[src/rtl/clkdiv_pkg.sv]
`timescale 1ns/1ps
package clkdiv_pkg;

  // Prescaler selections
  typedef enum logic [1:0] {
    PS_DIV1 = 2'b00,
    PS_DIV2 = 2'b01,
    PS_DIV4 = 2'b10
  } ps_sel_e;

  localparam int unsigned MAX_HALF_TICKS = 4;

  // clk cycles per MCLK half-period for a prescaler select
  function automatic logic [2:0] half_ticks(input logic [1:0] sel);
    case (sel)
      PS_DIV1: half_ticks = 3'd1;
      PS_DIV2: half_ticks = 3'd2;
      default: half_ticks = 3'd4;
    endcase
  endfunction

  // count at which the main output drops for N >= 2
  function automatic int unsigned high_span(input int unsigned n);
    high_span = n / 2;
  endfunction

endpackage

[src/rtl/clkdiv_prescale.sv]
`timescale 1ns/1ps
module clkdiv_prescale
  import clkdiv_pkg::*;
#(
  parameter int unsigned MAX_TICKS = MAX_HALF_TICKS
) (
  input  logic       clk,
  input  logic       rst_n,
  input  logic [1:0] cfg_m_sel,
  output logic       mclk_q,
  output logic       rise_evt,
  output logic       fall_evt
);
  localparam int unsigned PC_W = (MAX_TICKS > 1) ? $clog2(MAX_TICKS) : 1;

  logic [PC_W-1:0] pc;
  logic [PC_W-1:0] last_pc;
  logic            tog;

  assign last_pc  = PC_W'(half_ticks(cfg_m_sel) - 3'd1);
  assign tog      = (pc == last_pc);
  assign rise_evt = tog & ~mclk_q;
  assign fall_evt = tog & mclk_q;

  always_ff @(posedge clk or negedge rst_n) begin
    if (!rst_n) begin
      pc     <= '0;
      mclk_q <= 1'b0;
    end else begin
      pc     <= tog ? '0 : pc + PC_W'(1);
      mclk_q <= mclk_q ^ tog;
    end
  end

  AST_MCLK_HALF_PERIOD: assert property (@(posedge clk) disable iff (!rst_n)
    !$stable(mclk_q) |-> ($past(pc) == last_pc));

endmodule

[src/rtl/clkdiv_en_sync.sv]
`timescale 1ns/1ps
module clkdiv_en_sync #(
  parameter int unsigned STAGES = 2
) (
  input  logic clk,
  input  logic rst_n,
  input  logic rise_evt,
  input  logic en_async,
  output logic en_s
);
  logic [STAGES-1:0] sh;

  always_ff @(posedge clk or negedge rst_n) begin
    if (!rst_n)        sh <= '0;
    else if (rise_evt) sh <= {sh[STAGES-2:0], en_async};
  end

  assign en_s = sh[STAGES-1];

  AST_SYNC_ON_MCLK: assert property (@(posedge clk) disable iff (!rst_n)
    !$stable(en_s) |-> $past(rise_evt));

endmodule

[src/rtl/clkdiv_gate.sv]
`timescale 1ns/1ps
module clkdiv_gate #(
  parameter int unsigned N_W = 10
) (
  input  logic           clk,
  input  logic           rst_n,
  input  logic           rise_evt,
  input  logic           fall_evt,
  input  logic           mclk_q,
  input  logic           en_s,
  input  logic [N_W-1:0] cfg_n,
  output logic           main_out
);
  logic [N_W-1:0] cnt;
  logic [N_W-1:0] nc;
  logic [N_W-1:0] half;
  logic           run_q;
  logic           main_q;
  logic           gate_q;
  logic           one_mode;
  logic           stop_now;

  assign one_mode = (cfg_n == N_W'(1));
  assign half     = N_W'(clkdiv_pkg::high_span(32'(cfg_n)));
  assign nc       = (cnt == cfg_n - N_W'(1)) ? '0 : cnt + N_W'(1);
  // leave only when disabled and no high phase is still running
  assign stop_now = run_q && !en_s && !(main_q && (nc < half));

  always_ff @(posedge clk or negedge rst_n) begin
    if (!rst_n) begin
      run_q  <= 1'b0;
      cnt    <= '0;
      main_q <= 1'b0;
    end else if (rise_evt && !one_mode) begin
      if (run_q) begin
        if (stop_now) begin
          run_q  <= 1'b0;
          cnt    <= '0;
          main_q <= 1'b0;
        end else begin
          cnt    <= nc;
          main_q <= (nc < half);
        end
      end else if (en_s) begin
        run_q  <= 1'b1;
        cnt    <= '0;
        main_q <= 1'b1;
      end else begin
        cnt    <= '0;
        main_q <= 1'b0;
      end
    end
  end

  // divide-by-one gate: loads only as MCLK goes low
  always_ff @(posedge clk or negedge rst_n) begin
    if (!rst_n)        gate_q <= 1'b0;
    else if (fall_evt) gate_q <= en_s & one_mode;
  end

  assign main_out = one_mode ? (mclk_q & gate_q) : main_q;

  AST_NO_CUT_PULSE: assert property (@(posedge clk) disable iff (!rst_n)
    (!one_mode && $fell(main_q)) |-> ($past(cnt) == half - N_W'(1)));
  AST_CNT_HELD_OFF: assert property (@(posedge clk) disable iff (!rst_n)
    !run_q |-> (cnt == '0));
  AST_RISE_NEEDS_EN: assert property (@(posedge clk) disable iff (!rst_n)
    $rose(main_q) |-> $past(en_s));
  AST_GATE_WHILE_LOW: assert property (@(posedge clk) disable iff (!rst_n)
    !$stable(gate_q) |-> !mclk_q);
  AST_RISE_ON_MCLK: assert property (@(posedge clk) disable iff (!rst_n)
    $rose(main_out) |-> $rose(mclk_q));

endmodule

[src/rtl/clkdiv_gated.sv]
`timescale 1ns/1ps
module clkdiv_gated #(
  parameter int unsigned N_W = 10
) (
  input  logic           clk,
  input  logic           rst_n,
  input  logic [1:0]     cfg_m_sel,
  input  logic [N_W-1:0] cfg_n,
  input  logic           cfg_ref_en,
  input  logic           out_en,
  output logic           main_out,
  output logic           ref_out
);
  logic mclk_q;
  logic rise_evt;
  logic fall_evt;
  logic en_s;

  clkdiv_prescale u_pre (
    .clk      (clk),
    .rst_n    (rst_n),
    .cfg_m_sel(cfg_m_sel),
    .mclk_q   (mclk_q),
    .rise_evt (rise_evt),
    .fall_evt (fall_evt)
  );

  clkdiv_en_sync #(.STAGES(2)) u_sync (
    .clk     (clk),
    .rst_n   (rst_n),
    .rise_evt(rise_evt),
    .en_async(out_en),
    .en_s    (en_s)
  );

  clkdiv_gate #(.N_W(N_W)) u_gate (
    .clk     (clk),
    .rst_n   (rst_n),
    .rise_evt(rise_evt),
    .fall_evt(fall_evt),
    .mclk_q  (mclk_q),
    .en_s    (en_s),
    .cfg_n   (cfg_n),
    .main_out(main_out)
  );

  assign ref_out = mclk_q & cfg_ref_en;

  AST_RESET_QUIET: assert property (@(posedge clk)
    !rst_n |-> (!main_out && !ref_out));

endmodule

[config.mk]
export PLATFORM = sky130hd
export DESIGN_NAME = clkdiv_gated
export DESIGN_NICKNAME = d
export VERILOG_FILES = /design/src/rtl/clkdiv_pkg.sv /design/src/rtl/clkdiv_prescale.sv /design/src/rtl/clkdiv_en_sync.sv /design/src/rtl/clkdiv_gate.sv /design/src/rtl/clkdiv_gated.sv
export SDC_FILE = /design/constraint.sdc
export NUM_CORES = 1
export LEC_CHECK = 0
export ABC_CLOCK_PERIOD_IN_PS = 4250
export BUFFER_PORTS_ARGS = -buffer_cell sky130_fd_sc_hd__buf_2
export CORE_UTILIZATION = 50
export DETAILED_ROUTE_END_ITERATION = 10
export PLACE_DENSITY_LB_ADDON = 0.05
export REMOVE_ABC_BUFFERS = 1
export SLEW_MARGIN = 20
export SYNTH_ARGS = -nofsm -noshare
export SYNTH_HDL_FRONTEND = slang
export SYNTH_SLANG_ARGS = --single-unit
[constraint.sdc]
create_clock -name clk -period 4.25 [get_ports clk]
set_input_delay 0.2125 -clock clk [delete_from_list [all_inputs] [get_ports clk]]
set_output_delay 0.2125 -clock clk [all_outputs]
set_load 0.05 [all_outputs]
---- After elaboration in Yosys (flattened, before gate mapping) ----
Index checks and enable logic that the tools add are counted.
operators by class
  bitwise logic cells ..................... 7
  eq/ne operators ......................... 4
  add/sub/neg operators ................... 4
  reductions and logical operators ........ 8
  order comparisons ....................... 1
  muxes and demuxes ....................... 11
operators with widths
  cell                                                                  number
  10-bit two-way mux                                                    3
  10-bit by 1-bit adder with 10-bit output, second input constant       1
  10-bit by 1-bit == test with 1-bit output, second input constant      1
  10-bit == test                                                        1
  10-bit by 9-bit less-than comparator with 1-bit output                1
  10-bit by 1-bit subtractor with 10-bit output, second input constant  1
  1-bit two-way mux                                                     6
  1-bit bitwise AND                                                     5
  1-bit logical AND                                                     4
  2-bit case mux with 2 select lines                                    1
  1-bit zero test                                                       3
  2-bit by 1-bit adder with 2-bit output, second input constant         1
  2-bit by 1-bit == test with 1-bit output, second input constant       1
  2-bit == test                                                         1
  2-bit zero test                                                       1
  2-bit two-way mux                                                     1
  2-bit by 1-bit subtractor with 2-bit output, second input constant    1
  1-bit inverter                                                        1
  1-bit XOR                                                             1
storage, ports and cells
  logic and storage cells ................. 42
  output and inout port bits .............. 2
  bits in registers ....................... 18

---- Longest topological paths before layout ----
Gate-level depths: netlist of run 1.
  word-level depth ........................ 9
  depth in mapped cells ................... 17
  mapped depth without buffers ............ 16

---- Hierarchy ----
A second synthesis of run 1 with hierarchy kept.
unflattened totals
  cells, all modules ...................... 200
  area total of the unflattened synthesis .. 1,696.6 sq um
by module, submodules not included
  module           times used  area each (sq um)  sequential area each (sq um)  cells each
  clkdiv_gate      1           1,445.1            325.3                         178
  clkdiv_prescale  1           172.7              75.1                          17
  clkdiv_en_sync   1           72.6               50.0                          4
  clkdiv_gated     1           6.3                0.0                           1

---- Worst setup path after synthesis of run 1 ----
Ideal clock, no wire load.
  kind .................................... flip-flop to flip-flop
  start point ............................. register u_gate.cnt[7]
  end point ............................... register u_gate.cnt[5]
  setup time .............................. 0.064 ns
  cell stages (with the launch flop) ...... 17
  slack ................................... 0.896 ns
  data required time ...................... 4.186 ns
  clock period less this slack ............ 3.354 ns
  arrival time ............................ 3.289 ns
  cells stage by stage .................... dfrtp_1 > buf_4 > xor2_1 > nor2_1 > o311ai_0 > nand4_2 > nor2_4 > buf_6 > nor2_1 > ha_1 > and3_1 > a221oi_1 > o211ai_1 > o21ai_2 > nor2b_1 > nor2b_4 > a31o_2
between the ends
  word-level cells in the longest chain between the ends .. 8
  elaborated cells on any way between the ends .. 9
ends and longest elaborated chain
  item                                                                        RTL line           text
  start, declared                                                             clkdiv_gate.sv:14  logic [N_W-1:0] cnt;
  start signal, assigned                                                      clkdiv_gate.sv:41  cnt <= nc;
  10-bit by 1-bit adder with 10-bit output or 10-bit == test (tied branches)  clkdiv_gate.sv:25  assign nc = (cnt == cfg_n - N_W'(1)) ? '0 : cnt + N_W'(1);
  10-bit two-way mux *                                                        clkdiv_gate.sv:25
  10-bit by 9-bit less-than comparator with 1-bit output                      clkdiv_gate.sv:27  assign stop_now = run_q && !en_s && !(main_q && (nc < half));
  1-bit logical AND                                                           clkdiv_gate.sv:27
  1-bit zero test                                                             clkdiv_gate.sv:27
  1-bit logical AND                                                           clkdiv_gate.sv:27
  10-bit two-way mux *                                                        clkdiv_gate.sv:36  if (stop_now) begin
  10-bit two-way mux *                                                        clkdiv_gate.sv:35  if (run_q) begin
Every way passes the cells marked *; elsewhere a longest branch is shown, timed or not.
A chain may end at the register's enable or synchronous reset.

---- Final worst setup path of run 1 ----
  start point ............................. register u_gate.cnt[7]
  end point ............................... register u_gate.cnt[0]
The elaborated chain is that of the path after synthesis.

==> impl_metrics.tcl, run 1 <==
set metrics [dict create \
    avgViaCountPerCell 5.87 \
    final_cells 262 \
    end_kind "register" \
    cp.required_ns 4.48 \
    routabilityCongestion 0.971 \
    holdWs_ns 0.143 \
    gr-total-overflow 0 \
    netlist_top_cells_area "dfrtp_1, ha_1, xnor2_1" \
    cts_setup_buffers 0 \
    cts.clk_slew.worst_paths_ns 0.11 \
    cp_slowest_stage_delay_ns 0.57 \
    floorplan.initialDensity_pct 52.5 \
    layout-drive-gt1-share_pct 18.5 \
    row_count 21 \
    io_buffer_count 17 \
    hold_path_class "primary input to register" \
    syn_to_final_growth_pct 7.16 \
    syn_inst 204 \
    critPathMaxFanout 9 \
    status "completed" \
    grt.total_usage_pct 25.2 \
    crit_type "register to register" \
    post-route-cell-area_um2 1890 \
    finalHoldViolations 0 \
    setup_viol 0 \
    drt_first_pass_iters 4 \
    min_path_cells 2 \
    timing.fmax_mhz 267 \
    async_flop_share_pct 100 \
    ys_ff_latch 18 \
    path_depth 14 \
    setup-tns-final_ns 0 \
    r2r_slack_ns 0.50 \
    relSlewSlack_pct 68.9 \
    cp_top_family "simple AND/OR/NAND/NOR gates" \
    period_share_pct 88.3 \
    syn_area_um2 1760 \
    ys_seq_area_share_pct 25.5 \
    insertedDiodeCount 0 \
    layout_common_cells "dfrtp_1, buf_2, inv_1, nand2_1, nor2_1" \
    yosys_most_used_dff "dfrtp_1" \
    cts_tree "built" \
    grt_pass1_vias 1445 \
    p_per_area_nw_per_um2 408 \
    cts_root_buf "clkbuf_4" \
    report.final.slew_viol_count 0 \
    tightest_slew_ns 0.461 \
    utilization_pct 56.2 \
    r2r_end "u_gate.cnt[0]" \
    mostFrequentLayoutCell "dfrtp_1" \
    yosys.area.top_type "dfrtp_1" \
    placed_cell_area_um2 1840 \
    cts_buffers 3 \
    die_w_um 61.4 \
    cts_hold_buf 1 \
    fillers 335 \
    wl_mm 4.34 \
    clock-sinks 18 \
    nets 246 \
    min_period_ns 3.75 \
    yosysWarnings 0 \
    grt_max_degree 19 \
    synth_edf_count 0 \
    dieArea_um2 3770 \
    hp-start "out_en" \
    drcViolationCount 0 \
    dp_hpwl_mm 3.47 \
    crit_top_cell "nor2_1" \
    ios 18 \
    drv_cap 0 \
    cts_resized 0 \
    avgSynthCellArea_um2 8.65 \
    crit_arrival_ns 3.98 \
    r2r-start "u_gate.cnt[7]" \
    wl_per_cell_um 16.6 \
    synth_cell_types 59 \
    fp.coreArea_um2 3360 \
    yosysTopAreaCellShare_pct 25.5 \
    worst_hold_path.endpoint "u_sync.sh[0]" \
    r2r_cells 14 \
    die_y_um 61.4 \
    ant_nets 0 \
    vias 1537 \
    cp_slowest_cell "dfrtp_1" \
    cp_num_buf_inv 0 \
    cts_buffer_depth 2 \
    clk_latency_ns 0.29 \
    ir_worst_vdd_uv 243 \
    fin_worst_skew_ns 0.00665 \
    dp.cells 257 \
    p_leak_nw 0.888 \
    grt_pass1_wl_mm 6.79 \
    cts-htree-levels 1 \
    first_iter_violations 70 \
    antenna_found_initial 0 \
    start_kind "register" \
    crit_chain "xor2_1 -> nor2_1 -> o311ai_0 -> nand4_2 -> nor2_4 -> nor2_1 -> ha_1 -> and3_1 -> a221oi_1 -> o211ai_1 -> o21ai_2 -> nor2b_1 -> nor2b_4 -> mux2_2" \
    rsz0062_at_grt "false" \
]
logic make-up (layout without fill, tap and decap cells):
logic type      after synthesis  count (layout)  share of synthesized area, %
compound gates               45              45                          20.1
xor+xnor                     20              20                          9.93
fa+ha+maj                    13              13                          9.22
buf+inv                      27              39                          7.38
flops                        18              18                          25.5
mux                           4               4                          2.48
simple gates                 77              77                          25.4
power by group:
group	total (mW)	switching, mW	internal (mW)
Clock	0.105	0.0529	0.0521
Combinational	0.375	0.203	0.172
Sequential	0.292	0.0739	0.218
final cells by class:
cell class | count | area, um2 | share of cell area [%]
clock buffers | 4 | 36.3 | 1.92
multi-input cells | 159 | 1180 | 62.6
flip-flops and latches | 18 | 450 | 23.8
repair buffers | 19 | 103 | 5.43
inverters | 16 | 60.1 | 3.18
well taps | 46 | 57.6 | 3.04
metrics by stage:
stage	setup WS, ns	power (mW)
after floorplan	0.908	0.563
after global placement	0.589	0.655
after detailed placement	0.535	0.668
after CTS	0.487	0.779
after global routing	0.123	0.845
final	0.498	0.772
worst max path at each step:
stage / startpoint / endpoint / slack [ns]
after floorplan: cfg_n[1] / u_gate.cnt[5] / 0.91
after global placement: cfg_n[0] / u_gate.cnt[6] / 0.59
after detailed placement: cfg_n[0] / u_gate.cnt[0] / 0.54
after CTS: u_gate.cnt[7] / u_gate.cnt[0] / 0.49
after global routing: u_gate.cnt[7] / u_gate.cnt[0] / 0.12
final: u_gate.cnt[7] / u_gate.cnt[0] / 0.50
synth_stat cells, drive strengths merged (2+ instances only):
cell type  count
nor2b          8
nor4           3
and3           4
ha            13
a21oi          7
a21o           3
o21ai          8
nand3         11
mux2           3
nand2         16
inv           16
o22ai          3
nor3           3
dfrtp         18
buf            8
a22o           5
and2           2
o31ai          4
xnor2         13
nand4          4
o211ai         3
clkbuf         3
xor2           7
nor2          17
flip-flops by register name, summed over array words and instances, names as in the netlist:
name	flops
u_sync.sh	2
u_gate.gate_q	1
u_pre.mclk_q	1
u_gate.main_q	1
u_gate.cnt	10
u_gate.run_q	1
u_pre.pc	2
per-layer routing:
layer  part of all wire (%)  global-route usage (%)  vias to the layer above
met4                    2.7                    12.4                        0
li1                       -                       -                      746
met3                    5.4                    3.57                       10
met5                      0                       0                        -
met2                     51                    45.2                       44
met1                     40                    29.4                      737
No activity file was read; power rests on OpenSTA's default activity.
==> run 2: changes to the inputs <==
==> constraint.sdc (replaced) <==
create_clock -name clk -period 4.25 [get_ports clk]
set_input_delay 0.85 -clock clk [delete_from_list [all_inputs] [get_ports clk]]
set_output_delay 0.85 -clock clk [all_outputs]
set_load 0.05 [all_outputs]
==> impl_metrics.tcl, run 2 (synthesized netlist as in run 1, its figures left out) <==
set metrics [dict create \
    status "completed" \
    p_switching_uw 333 \
    clk_latency_ns 0.31 \
    wl_met2_mm 2.12 \
    drv_cap 0 \
    holdWs_ns 0.463 \
    cts_tree "built" \
    antenna_found_initial 0 \
    cts_setup_buffers 0 \
    grt_pass1_vias 1412 \
    setup-tns-final_ns 0 \
    floorplan.initialDensity_pct 52.5 \
    die_w_um 61.4 \
    insertedDiodeCount 0 \
    cp_top_family "compound AO/OA/AOI/OAI gates" \
    r2r_slack_ns 0.75 \
    critPathMaxFanout 7 \
    placed_cell_area_um2 1870 \
    post-route-cell-area_um2 1900 \
    io_buffer_count 17 \
    fin_worst_skew_ns 0.00461 \
    swShare_pct 42.7 \
    p_per_area_nw_per_um2 410 \
    vias 1547 \
    gr-total-overflow 0 \
    cts_root_buf "clkbuf_4" \
    critPathLaunch "cfg_n[1]" \
    setup_viol 0 \
    crit_arrival_ns 4.10 \
    internal-power_uw 447 \
    mostFrequentLayoutCell "dfrtp_1" \
    fp.coreArea_um2 3360 \
    end_kind "register" \
    largest_reg_flops 10 \
    crit_chain "buf_2 -> inv_1 -> ha_1 -> xnor2_1 -> a2111oi_4 -> nand4_2 -> nor2_4 -> buf_4 -> nor2_1 -> ha_1 -> a21o_1 -> a21oi_1 -> o211ai_1 -> o21ai_2 -> nor2b_1 -> nor2b_4 -> a22o_1" \
    crit_top_cell "ha_1" \
    cts.clk_slew.worst_paths_ns 0.11 \
    cp_num_buf_inv 3 \
    fillers 324 \
    layout-drive-gt1-share_pct 19.7 \
    p_total_uw 780 \
    min_period_ns 3.85 \
    cp.required_ns 4.49 \
    period_share_pct 90.6 \
    clock-sinks 18 \
    dr_wl_met3_um 166 \
    cts-htree-levels 1 \
    relSlewSlack_pct 70.8 \
    grt_pass1_wl_mm 6.58 \
    layout_common_cells "dfrtp_1, buf_2, inv_1, nand2_1, nor2_1" \
    cp_slowest_cell "a2111oi_4" \
    nets 248 \
    wl_met1_mm 1.77 \
    row_count 21 \
    top_layer "met4" \
    cts_resized 0 \
    grt_max_degree 19 \
    cts_buffer_depth 2 \
    tightest_slew_ns 0.433 \
    cts_hold_buf 0 \
    syn_to_final_growth_pct 7.87 \
    cts_buffers 3 \
    wl_mm 4.17 \
    drt_first_pass_iters 4 \
    r2r-start "u_gate.cnt[7]" \
    report.final.slew_viol_count 0 \
    routabilityCongestion 0.907 \
    ios 18 \
    pwr-share-clk_pct 14.1 \
    ir_worst_vdd_uv 244 \
    finalHoldViolations 0 \
    wl_per_cell_um 15.8 \
    dieArea_um2 3770 \
    max_flop_register "u_gate.cnt" \
    pwr-share-seq_pct 37.2 \
    drcViolationCount 0 \
    cp_slowest_stage_delay_ns 0.34 \
    rsz0062_at_grt "false" \
    dp_hpwl_mm 3.35 \
    p_leak_nw 0.899 \
    die_y_um 61.4 \
    hold_path_class "primary input to async pin" \
    first_iter_violations 93 \
    timing.fmax_mhz 260 \
    avgViaCountPerCell 5.86 \
    grt.total_usage_pct 24.2 \
    largestRegisters "u_gate.cnt: 10 flops, u_pre.pc: 2 flops, u_sync.sh: 2 flops" \
    comb_power_share_pct 48.7 \
    crit_type "primary input to register" \
    ant_nets 0 \
    start_kind "primary input" \
]
[run 2: cell types whose count changed in the layout (fill, tap and decap cells not counted)]
cell           delta
buf_4             +3
dlygate4sd3_1     -1
[run 2: metrics by stage]
| step | std cells | util (%) | worst slack, ns |
|---|---|---|---|
| after floorplan | 193 | - | 0.270 |
| after global placement | 260 | 55.5 | 0.166 |
| after detailed placement | 260 | 55.5 | 0.108 |
| after CTS | 264 | 56.6 | 0.409 |
| after global routing | 264 | 56.6 | 0.0396 |
| final | 264 | 56.6 | 0.399 |
[run 2: final cells by class]
cell class	count	area, um2	share of cell area [%]
sequential	18	450	23.7
inverter	16	60.1	3.16
tap	46	57.6	3.02
timing repair buffer	21	115	6.05
multi-input combinational	159	1180	62.2
clock buffer	4	36.3	1.91
[run 2: final timing paths]
path	cells after the start	to
worst max-delay path	17	u_gate.cnt[2]
worst min-delay path	1	u_gate.gate_q
worst max register to register	15	u_gate.cnt[2]
worst min register to register	2	u_sync.sh[1]
max in group asynchronous	1	u_gate.cnt[5]
min in group clk	2	u_sync.sh[1]
[run 2: power by group through the flow]
stage               registers (mW)  clock network, mW  logic (mW)
finish                       0.290              0.110       0.380
global route                 0.298              0.118       0.427
CTS                          0.289              0.114       0.383
detailed placement           0.293                  0       0.380
global placement             0.289                  0       0.373
floorplan                    0.273                  0       0.290
[run 2: routing by layer]
metal	vias up	track usage [%]
li1	757	-
met1	738	30.8
met2	41	42.4
met3	11	1.47
met4	0	10.8
met5	-	0
==> run 3: changes to the inputs <==
ABC_CLOCK_PERIOD_IN_PS = 3090   (was 4250)
clock period = 3.09 ns   (was 4.25 ns; I/O delays follow)
==> impl_metrics.tcl, run 3 (synthesized netlist as in run 1, its figures left out) <==
set metrics [dict create \
    dp.cells 300 \
    ir_worst_vdd_uv 490 \
    start_kind "primary input" \
    r2r_slack_ns -0.12 \
    die_y_um 61.4 \
    clock-sinks 18 \
    min_period_ns 3.44 \
    layout_setup_ws_ns -0.352 \
    insertedDiodeCount 0 \
    drcViolationCount 0 \
    floorplan.initialDensity_pct 52.5 \
    end_kind "register" \
    relSlewSlack_pct 71.4 \
    timing.fmax_mhz 291 \
    ant_nets 0 \
    drt_first_pass_iters 4 \
    r2r_cells 14 \
    swShare_pct 40.9 \
    hold_path_class "primary input to async pin" \
    dieArea_um2 3770 \
    failed_checks "setup timing" \
    tightest_slew_ns 0.426 \
    row_count 21 \
    wl_per_cell_um 15.8 \
    vias 1757 \
    final_cells 313 \
    p_per_area_nw_per_um2 515 \
    finalHoldViolations 0 \
    placed_cell_area_um2 2180 \
    grt_pass1_vias 1663 \
    cts_buffers 3 \
    fin_worst_skew_ns 0.00861 \
    cp_slowest_stage_delay_ns 0.35 \
    grt_max_degree 19 \
    pwr-share-seq_pct 29.8 \
    die_w_um 61.4 \
    mostFrequentLayoutCell "buf_4" \
    wl_mm 4.95 \
    grt.total_usage_pct 27.1 \
    utilization_pct 71.7 \
    internal-power_uw 734 \
    max_flop_register "u_gate.cnt" \
    crit_type "primary input to register" \
    post-route-cell-area_um2 2410 \
    layout_common_cells "buf_4, dfrtp_1, nand2_1, buf_2, inv_1" \
    grt_pass1_wl_mm 7.39 \
    cp_slowest_cell "nor4_4" \
    io_buffer_count 17 \
    antenna_found_initial 0 \
    setup_viol 11 \
    post-place-ws_ns -0.822 \
    fp.coreArea_um2 3360 \
    nets 297 \
    routabilityCongestion 0.930 \
    p_switching_uw 507 \
    syn_to_final_growth_pct 36.7 \
    clk_latency_ns 0.30 \
    cts-htree-levels 1 \
    cts_root_buf "clkbuf_4" \
    dp_hpwl_mm 3.66 \
    status "complete, but fails checks" \
    gr-total-overflow 0 \
    cp.required_ns 3.34 \
    avgViaCountPerCell 5.61 \
    pwr-share-clk_pct 12.1 \
    comb_power_share_pct 58.1 \
    critPathMaxFanout 7 \
    report.final.slew_viol_count 0 \
    period_share_pct 111 \
    rsz0062_at_grt "true" \
    crit_arrival_ns 3.70 \
    cts_buffer_depth 2 \
    first_iter_violations 56 \
    cts.clk_slew.worst_paths_ns 0.11 \
    cts_tree "built" \
    layout-drive-gt1-share_pct 41.2 \
    r2r-start "u_gate.cnt[6]" \
    largestRegisters "u_gate.cnt: 10 flops, u_pre.pc: 2 flops, u_sync.sh: 2 flops" \
    drv_cap 0 \
    ios 18 \
    p_leak_nw 1.17 \
    crit_chain "buf_6 -> buf_6 -> nor4_4 -> buf_4 -> nand3_4 -> xnor2_2 -> nand3_2 -> nor2_4 -> nor2_2 -> ha_1 -> a21o_1 -> a221oi_2 -> o211ai_1 -> o21ai_2 -> nor2b_4 -> nor2b_4 -> mux2_2" \
    largest_reg_flops 10 \
    r2r_end "u_gate.cnt[0]" \
]
==> run 3: worst max-delay path by stage <==
stage	startpoint	end	cells after the start
5_1_grt	cfg_n[0]	u_gate.cnt[0]	17
2_1_floorplan	cfg_n[1]	u_gate.cnt[5]	15
3_5_place_dp	cfg_n[1]	u_gate.cnt[0]	16
4_1_cts	cfg_n[0]	u_gate.cnt[0]	17
3_3_place_gp	cfg_n[1]	u_gate.cnt[0]	18
6_report	cfg_n[0]	u_gate.cnt[0]	17
==> run 3: layout make-up <==
cell class | count | area [um2]
sequential | 18 | 450
tap | 46 | 57.6
fill | 274 | 952
timing repair buffer | 70 | 519
inverter | 16 | 60.1
multi-input combinational | 159 | 1290
clock buffer | 4 | 36.3
==> run 3: repair_timing <==
item | in CTS | in global routing
gates resized for setup | 16 | 12
hold buffers | 0 | 0
setup buffers | 6 | 3
pin swaps | 13 | 7
setup endpoints to repair | 11 | 11
==> run 3: metal layers <==
metal / track usage (%) / wire length, um / vias to the layer above / share of wire [%]
li1: - / - / 855 / -
met1: 31.4 / 2060 / 843 / 42
met2: 52.3 / 2610 / 46 / 53
met3: 1.68 / 160 / 13 / 3.2
met4: 9.21 / 117 / 0 / 2.4
met5: 0 / 0 / - / 0
==> run 3: metrics by stage <==
stage	hold slack, ns	setup TNS (ns)	total power [mW]
2_1_floorplan	0.322	-5.83	0.775
3_3_place_gp	0.471	-6.69	0.999
3_5_place_dp	0.489	-7.89	1.02
4_1_cts	0.244	-2.42	1.22
5_1_grt	0.262	-4.59	1.33
6_report	0.222	-3.11	1.24
==> run 3: power by group through the flow <==
stage               Sequential, mW  Clock (mW)  Combinational, mW
floorplan                    0.375           0              0.399
global placement             0.364           0              0.635
detailed placement           0.370           0              0.655
CTS                          0.367       0.154              0.695
global route                 0.377       0.164              0.789
finish                       0.369       0.151              0.721
==> run 3: critical path, delay by kind of cell <==
| family | cells | cell delay [ns] |
|---|---|---|
| adder cells (fa/ha/maj) | 1 | 0.30 |
| buffers and inverters | 3 | 0.41 |
| AND/OR/NAND/NOR | 7 | 1.21 |
| XOR/XNOR | 1 | 0.17 |
| AO/OA/AOI/OAI | 4 | 0.81 |
| multiplexers | 1 | 0.18 |
